<file path="config.mk">
export PLATFORM = sky130hd
export DESIGN_NAME = tx_autorel_ctrl
export DESIGN_NICKNAME = d
export VERILOG_FILES = /design/src/rtl/tx_autorel_ctrl.sv
export SDC_FILE = /design/constraint.sdc
export NUM_CORES = 1
export LEC_CHECK = 0
export CORE_MARGIN = 2
export CORE_UTILIZATION = 39
export DETAILED_ROUTE_END_ITERATION = 12
export GPL_TIMING_DRIVEN = 0
export HOLD_SLACK_MARGIN = 0.06
export SLEW_MARGIN = 0
export SYNTH_ARGS = -nofsm -noshare
export SYNTH_HDL_FRONTEND = slang
export SYNTH_SLANG_ARGS = --single-unit
</file>
<file path="constraint.sdc">
create_clock -name clk -period 3 [get_ports clk]
set_input_delay 0.6 -clock clk [delete_from_list [all_inputs] [get_ports clk]]
set_output_delay 0.6 -clock clk [all_outputs]
set_load 0.02 [all_outputs]
</file>
<file path="src/rtl/tx_autorel_ctrl.sv">
module tx_autorel_ctrl #(
  parameter int PKT_W    = 6,
  parameter int CF_DEPTH = 8
) (
  input  logic             clk,
  input  logic             rst_n,
  input  logic             cfg_wr,
  input  logic             cfg_auto,
  input  logic             cpu_txena_set,
  input  logic [2:0]       irq_clr,
  input  logic             done_valid,
  input  logic [PKT_W-1:0] done_pkt,
  input  logic             done_ok,
  input  logic             done_fatal,
  input  logic             done_last,
  input  logic             cf_rd,
  output logic             auto_rel,
  output logic             txena,
  output logic             rel_valid,
  output logic [PKT_W-1:0] rel_pkt,
  output logic [PKT_W-1:0] cf_dout,
  output logic             cf_empty,
  output logic             cf_full,
  output logic             cf_ovf,
  output logic             irq_tx,
  output logic             irq_txempty,
  output logic             fail_valid,
  output logic [PKT_W-1:0] fail_pkt,
  output logic             restart_valid,
  output logic [PKT_W-1:0] restart_pkt
);

  localparam int AW    = (CF_DEPTH > 1) ? $clog2(CF_DEPTH) : 1;
  localparam int CW    = $clog2(CF_DEPTH + 1);
  localparam logic [AW-1:0] LAST = AW'(CF_DEPTH - 1);
  localparam logic [CW-1:0] FULL = CW'(CF_DEPTH);

  logic [PKT_W-1:0] mem [CF_DEPTH];
  logic [AW-1:0]    wp, rp;
  logic [CW-1:0]    cnt;

  wire take    = done_valid & txena;
  wire fatal   = take & done_fatal;
  wire good    = take & done_ok & ~done_fatal;
  wire do_rel  = good & auto_rel;
  wire do_wr   = take & (~auto_rel | (~done_ok & ~done_fatal));
  wire wr_ok   = do_wr & ~cf_full;
  wire rd_ok   = cf_rd & ~cf_empty;
  wire set_itx = fatal | (take & ~auto_rel);
  wire set_iem = take & done_last & ~done_fatal;
  wire restart = cpu_txena_set & fail_valid;

  assign cf_empty = (cnt == '0);
  assign cf_full  = (cnt == FULL);
  assign cf_dout  = mem[rp];

  always_ff @(posedge clk or negedge rst_n) begin
    if (!rst_n) begin
      auto_rel <= 1'b0;
      txena    <= 1'b0;
    end else begin
      if (cfg_wr) auto_rel <= cfg_auto;
      if (fatal) txena <= 1'b0;
      else if (cpu_txena_set) txena <= 1'b1;
    end
  end

  always_ff @(posedge clk or negedge rst_n) begin
    if (!rst_n) begin
      rel_valid     <= 1'b0;
      rel_pkt       <= '0;
      restart_valid <= 1'b0;
      restart_pkt   <= '0;
    end else begin
      rel_valid     <= do_rel;
      restart_valid <= restart;
      if (do_rel) rel_pkt <= done_pkt;
      if (restart) restart_pkt <= fail_pkt;
    end
  end

  always_ff @(posedge clk or negedge rst_n) begin
    if (!rst_n) begin
      fail_valid <= 1'b0;
      fail_pkt   <= '0;
    end else if (fatal) begin
      fail_valid <= 1'b1;
      fail_pkt   <= done_pkt;
    end else if (restart) begin
      fail_valid <= 1'b0;
    end
  end

  always_ff @(posedge clk or negedge rst_n) begin
    if (!rst_n) begin
      irq_tx      <= 1'b0;
      irq_txempty <= 1'b0;
      cf_ovf      <= 1'b0;
    end else begin
      irq_tx      <= set_itx | (irq_tx & ~irq_clr[0]);
      irq_txempty <= set_iem | (irq_txempty & ~irq_clr[1]);
      cf_ovf      <= (do_wr & cf_full) | (cf_ovf & ~irq_clr[2]);
    end
  end

  always_ff @(posedge clk) begin
    if (wr_ok) mem[wp] <= done_pkt;
  end

  always_ff @(posedge clk or negedge rst_n) begin
    if (!rst_n) begin
      wp  <= '0;
      rp  <= '0;
      cnt <= '0;
    end else begin
      if (wr_ok) wp <= (wp == LAST) ? '0 : wp + 1'b1;
      if (rd_ok) rp <= (rp == LAST) ? '0 : rp + 1'b1;
      cnt <= cnt + CW'(wr_ok) - CW'(rd_ok);
    end
  end

  assert_fatal_stops_R4: assert property (@(posedge clk) disable iff (!rst_n)
    (done_valid && txena && done_fatal) |=> (!txena && irq_tx && fail_valid && !rel_valid));

  assert_idle_R5: assert property (@(posedge clk) disable iff (!rst_n)
    (done_valid && !txena && !cfg_wr) |=> !rel_valid);

  assert_rel_auto_R2: assert property (@(posedge clk) disable iff (!rst_n)
    rel_valid |-> $past(auto_rel && done_valid && done_ok));

  assert_flags_R9: assert property (@(posedge clk) disable iff (!rst_n)
    !(cf_full && cf_empty) && (cnt <= FULL));

  assert_ovf_sticky_R11: assert property (@(posedge clk) disable iff (!rst_n)
    ($past(cf_ovf) && !$past(irq_clr[2])) |-> cf_ovf);

  assert_restart_R10: assert property (@(posedge clk) disable iff (!rst_n)
    restart_valid |-> (txena && !fail_valid));

endmodule

</file>
# After elaboration in Yosys (flattened, before gate mapping)
# Memory sizes are Yosys's and may differ from the RTL's.
# Cells that the tools add are included.
# totals
register_bits,36
mem_bits_rw,48
input_bits,19
out_inout_bits,34
elab_cells,63
memories,1
# memory_table
memory,words,width,rd,rd_ports_with_merged_regs,wr,line,source
mem,8,6,1,0,1,38,logic [PKT_W-1:0] mem [CF_DEPTH];
# classes
addsub,4
n_eq_ne,3
muxes,8
n_bitwise,30
n_reduce_logical,3
# op_table
operator,n
1-bit bitwise AND,17
1-bit NOT,8
3-bit by 1-bit adder with 3-bit output (second input constant),2
3-bit == test (second input constant),2
1-bit two-way mux,6
3-bit two-way mux,2
1-bit bitwise OR,5
4-bit by 1-bit adder with 4-bit output,1
4-bit == test (second input constant),1
4-bit logical NOT,1
2-bit nonzero test,2
4-bit by 1-bit subtractor with 4-bit output,1

# Longest topological paths before layout
# Gate-level depths: netlist of run 1.
# depth
ltp_word,7
depth_mapped,11
mapped_depth_nobuf,11

# Worst setup path before layout of run 1
# OpenSTA, ideal clock, no wires.
# synth_path
path_kind,reg2reg
from,register cnt[2]
to,register cnt[2]
setup_ps,123
t_arrival_ps,2413
t_required_ps,2877
setup_slack_ps,464
path_stages_with_launch,12
n_path_buf,0
synth_period_minus_slack_ps,2536
cell_sequence,dfrtp_1 -> inv_1 -> ha_1 -> nor3b_1 -> nand2b_1 -> inv_1 -> ha_1 -> inv_1 -> ha_1 -> inv_1 -> fa_1 -> xnor2_1
# synth_via
word_cells_on_any_way,8
classes_between,add/sub (2); eq/ne (1); bitwise (4); reduce/logical (1)
# synth_rtl
element,line,source
from (decl),40,logic [CW-1:0] cnt;
from (signal assigned),118,cnt <= cnt + CW'(wr_ok) - CW'(rd_ok);
4-bit logical NOT,53,assign cf_empty = (cnt == '0);
via cf_empty,22,"output logic cf_empty,"
1-bit NOT,48,wire rd_ok = cf_rd & ~cf_empty;
1-bit bitwise AND,48,
via rd_ok,48,
4-bit by 1-bit subtractor with 4-bit output,118,
# The timed path passes the listed nets, and every way through them passes these cells.
# A chain may end at the register's enable or synchronous reset.

# Worst setup path after layout of run 1
# layout_path
from,register rp[1]
to,output port cf_dout[4]
# layout_via
elab_chain_cells,1
# layout_lines
element,line,source
from (decl),39,"logic [AW-1:0] wp, rp;"
from (signal assigned),117,if (rd_ok) rp <= (rp == LAST) ? '0 : rp + 1'b1;
memory 8 x 6 bit,--,
to (decl),21,"output logic [PKT_W-1:0] cf_dout,"
# Every way passes these cells.

==> out/metrics.yaml, run 1 <==
status:
  status: "completed"
critical_path:
  critical_path_class: "reg2out"
  arrival_ns: 2.28
  reg2reg_slack_ns: 0.54
  cp-end-kind: "primary output"
  r2r-end: "cnt[2]$_DFF_PN0_"
  crit_end: "cf_dout[4]"
  ff2ff_path_depth: 10
  worst-endpoint-required_ns: 2.40
  path_max_fanout: 10
  start_kind: "register"
  reg2reg_from: "cnt[2]$_DFF_PN0_"
  crit_path_start: "rp[1]$_DFFE_PN0P_"
sta:
  fin_crit_sh_pct: 96.2
  finClkSkew_ns: 0.0133
  drv_slew: 0
  timing.final.hold_violations: 0
  relSlewSlack_pct: 33.5
  fin_crit_ns: 2.88
  setup_viol: 0
  fmaxAchievable_mhz: 347
  postLayoutSetupSlackWorst_ns: 0.115
  tightest_slew_ns: 0.991
  rsz0062_at_grt: "false"
pwr:
  p_leak_nw: 1.68
  p_per_area_nw_per_um2: 876
  ir_drop_v: 0.000349
logic_synthesis:
  synth_warnings: 0
  synth_seq_cells: 84
  syn_nets: 224
  synth.area.top_cells: "edfxtp_1 (42%), dfrtp_1 (26%), mux2_2 (10%), mux4_1 (9.2%), ha_1 (3.6%)"
  synth_top_area_share_pct: 41.9
  syn-cell-area_sq_um: 3440
  ys_seq_area_share_pct: 68.0
  yosysTopAreaCell: "edfxtp_1"
  avgSynthCellArea_sq_um: 17.7
  ys_types: 30
  syn-instance-count: 194
  synth_ff_type: "edfxtp_1"
  synth_edf_count: 48
  ys_async_sr_fraction_pct: 42.9
clocking:
  cts_buffers: 9
  cts.sinks: 84
  path_clk_slew_ns: 0.09
  clk_latency_ns: 0.35
  htreeDepth: 3
  clockRootBuffer: "clkbuf_8"
  cts_tree: "done"
  cts_buffer_depth: 2
floorplanning:
  num_rows: 34
  die_w_microns: 98.0
  placeableCoreArea_sq_um: 8640
  die_height_microns: 98.0
  die_area_sq_um: 9600
  start_util_pct: 39.9
  io_pins: 53
final_layout:
  utilization_pct: 50.1
  fin_area_sq_um: 4330
  fin_cells: 371
  drive_gt1_share_pct: 21.3
  layout_commonest_cell: "clkdlybuf4s50_1"
  diodes: 0
  nFillCells: 745
  nets: 288
  area_growth_pct: 25.6
  mostFrequentLayoutCells: "clkdlybuf4s50_1 (51), edfxtp_1 (48), dfrtp_1 (35)"
placed_design:
  io_buffers: 52
  dpl.hpwl_mm: 4.31
  dp.cells: 354
  post-place-ws_ns: -0.173
  place_area_sq_um: 4090
  globalplace.congestion: 0.725
grt:
  grt_usage_pct: 13.7
  grt.overflow.total: 0
  grt_pass1_wl_mm: 10.1
  antenna_found_initial: 0
  grt_max_degree: 37
  grt_pass1_vias: 1947
detailed_routing:
  wl_mm: 5.96
  avgRoutedWirePerCell_microns: 16.1
  drt_iter0_markers: 79
  vias: 1833
  drc: 0
  first_pass_iters: 4
  ant_nets: 0
  viasPerCell: 4.94
flow_run:
  drv_cap: 0
hold_path:
  min_path_type: "in2async"
cells in the mapped netlist (2+ instances only):
cell and count:
buf_1 2, dfrtp_1 36, edfxtp_1 48, ha_1 10, inv_1 16, mux2_2 31
mux4_1 12, nand2_1 5, nand2b_1 3, nor2_1 5, nor2b_1 2, nor3_1 4
o21ai_0 2, o22ai_1 2
worst min-delay path by stage:
stage	startpoint	end	depth (start not counted)
6_report	rst_n	cnt[3]$_DFF_PN0_	1
5_1_grt	rst_n	cnt[3]$_DFF_PN0_	1
4_1_cts	rst_n	restart_valid$_DFF_PN0_	1
3_5_place_dp	restart_pkt[2]$_DFFE_PN0P_	restart_pkt[2]$_DFFE_PN0P_	1
3_3_place_gp	restart_pkt[2]$_DFFE_PN0P_	restart_pkt[2]$_DFFE_PN0P_	1
2_1_floorplan	rst_n	auto_rel$_DFFE_PN0P_	0
worst max-delay path, stage by stage, from the launching register on:
cell	delay, ns
dfrtp_2	0.39
buf_6	0.17
mux4_1	0.58
mux2_2	0.27
clkdlybuf4s50_1	0.53
flip-flops by register name (all words and copies together), names as in the netlist:
name	cells
fail_valid	1
mem	48
restart_valid	1
wp	3
rp	3
cnt	4
fail_pkt	6
restart_pkt	6
rel_pkt	6
rel_valid	1
cf_ovf	1
auto_rel	1
irq_tx	1
txena	1
irq_txempty	1
per-stage QoR:
| step | power (mW) | setup TNS, ns | hold slack [ns] |
|---|---|---|---|
| 6_report | 3.79 | 0 | 0.334 |
| 3_3_place_gp | 2.95 | -0.592 | 0.490 |
| 3_5_place_dp | 2.98 | -1.03 | 0.492 |
| 5_1_grt | 4.04 | 0 | 0.404 |
| 2_1_floorplan | 2.44 | 0 | 0.304 |
| 4_1_cts | 3.84 | 0 | 0.358 |
what timing repair did:
| action | 4_1_cts | 5_1_grt |
|---|---|---|
| setup buffers | 0 | 1 |
| gates cloned | 0 | 0 |
| pin swaps | 0 | 0 |
| resized for setup | 2 | 0 |
| setup endpoints to repair | 6 | 6 |
| hold buffers | 0 | 0 |
per-layer routing:
layer  GRT usage (%)  routed length, microns
met4            6.73                     103
met3            2.93                     250
met5               0                       0
met1            18.9                    2710
met2            20.6                    2890
power by group:
| group | switching (mW) | internal [mW] |
|---|---|---|
| sequential | 0.141 | 1.44 |
| clock | 0.440 | 0.406 |
| combinational | 0.627 | 0.740 |
cell families after synthesis:
group | after synthesis | share of synthesized area [%]
DFF | 84 | 68.0
muxes | 43 | 19.3
and+or+nand+nor | 26 | 4.03
buffers and inverters | 20 | 2.43
adders and majority gates | 11 | 4.22
AOI/OAI and AO/OA | 8 | 1.49
xor gates and xnor gates | 2 | 0.509
layout make-up:
cell class	count	area, sq um	area share, %
multi-input cells	90	1020	23.7
well taps	108	135	3.12
plain buffers	4	25.0	0.579
inverters	16	60.1	1.39
repair buffers	53	523	12.1
flip-flops and latches	84	2340	54.2
clock buffers	9	124	2.86
clock inverters	7	91.3	2.11
(Power assumes the default switching activity.)
==> run 2: changes to the inputs <==
Settings changed: CTS_BUF_LIST set to sky130_fd_sc_hd__clkbuf_8.
==> results of run 2 <==
No change in the layout: final DEF, timing and power equal those of run 1.
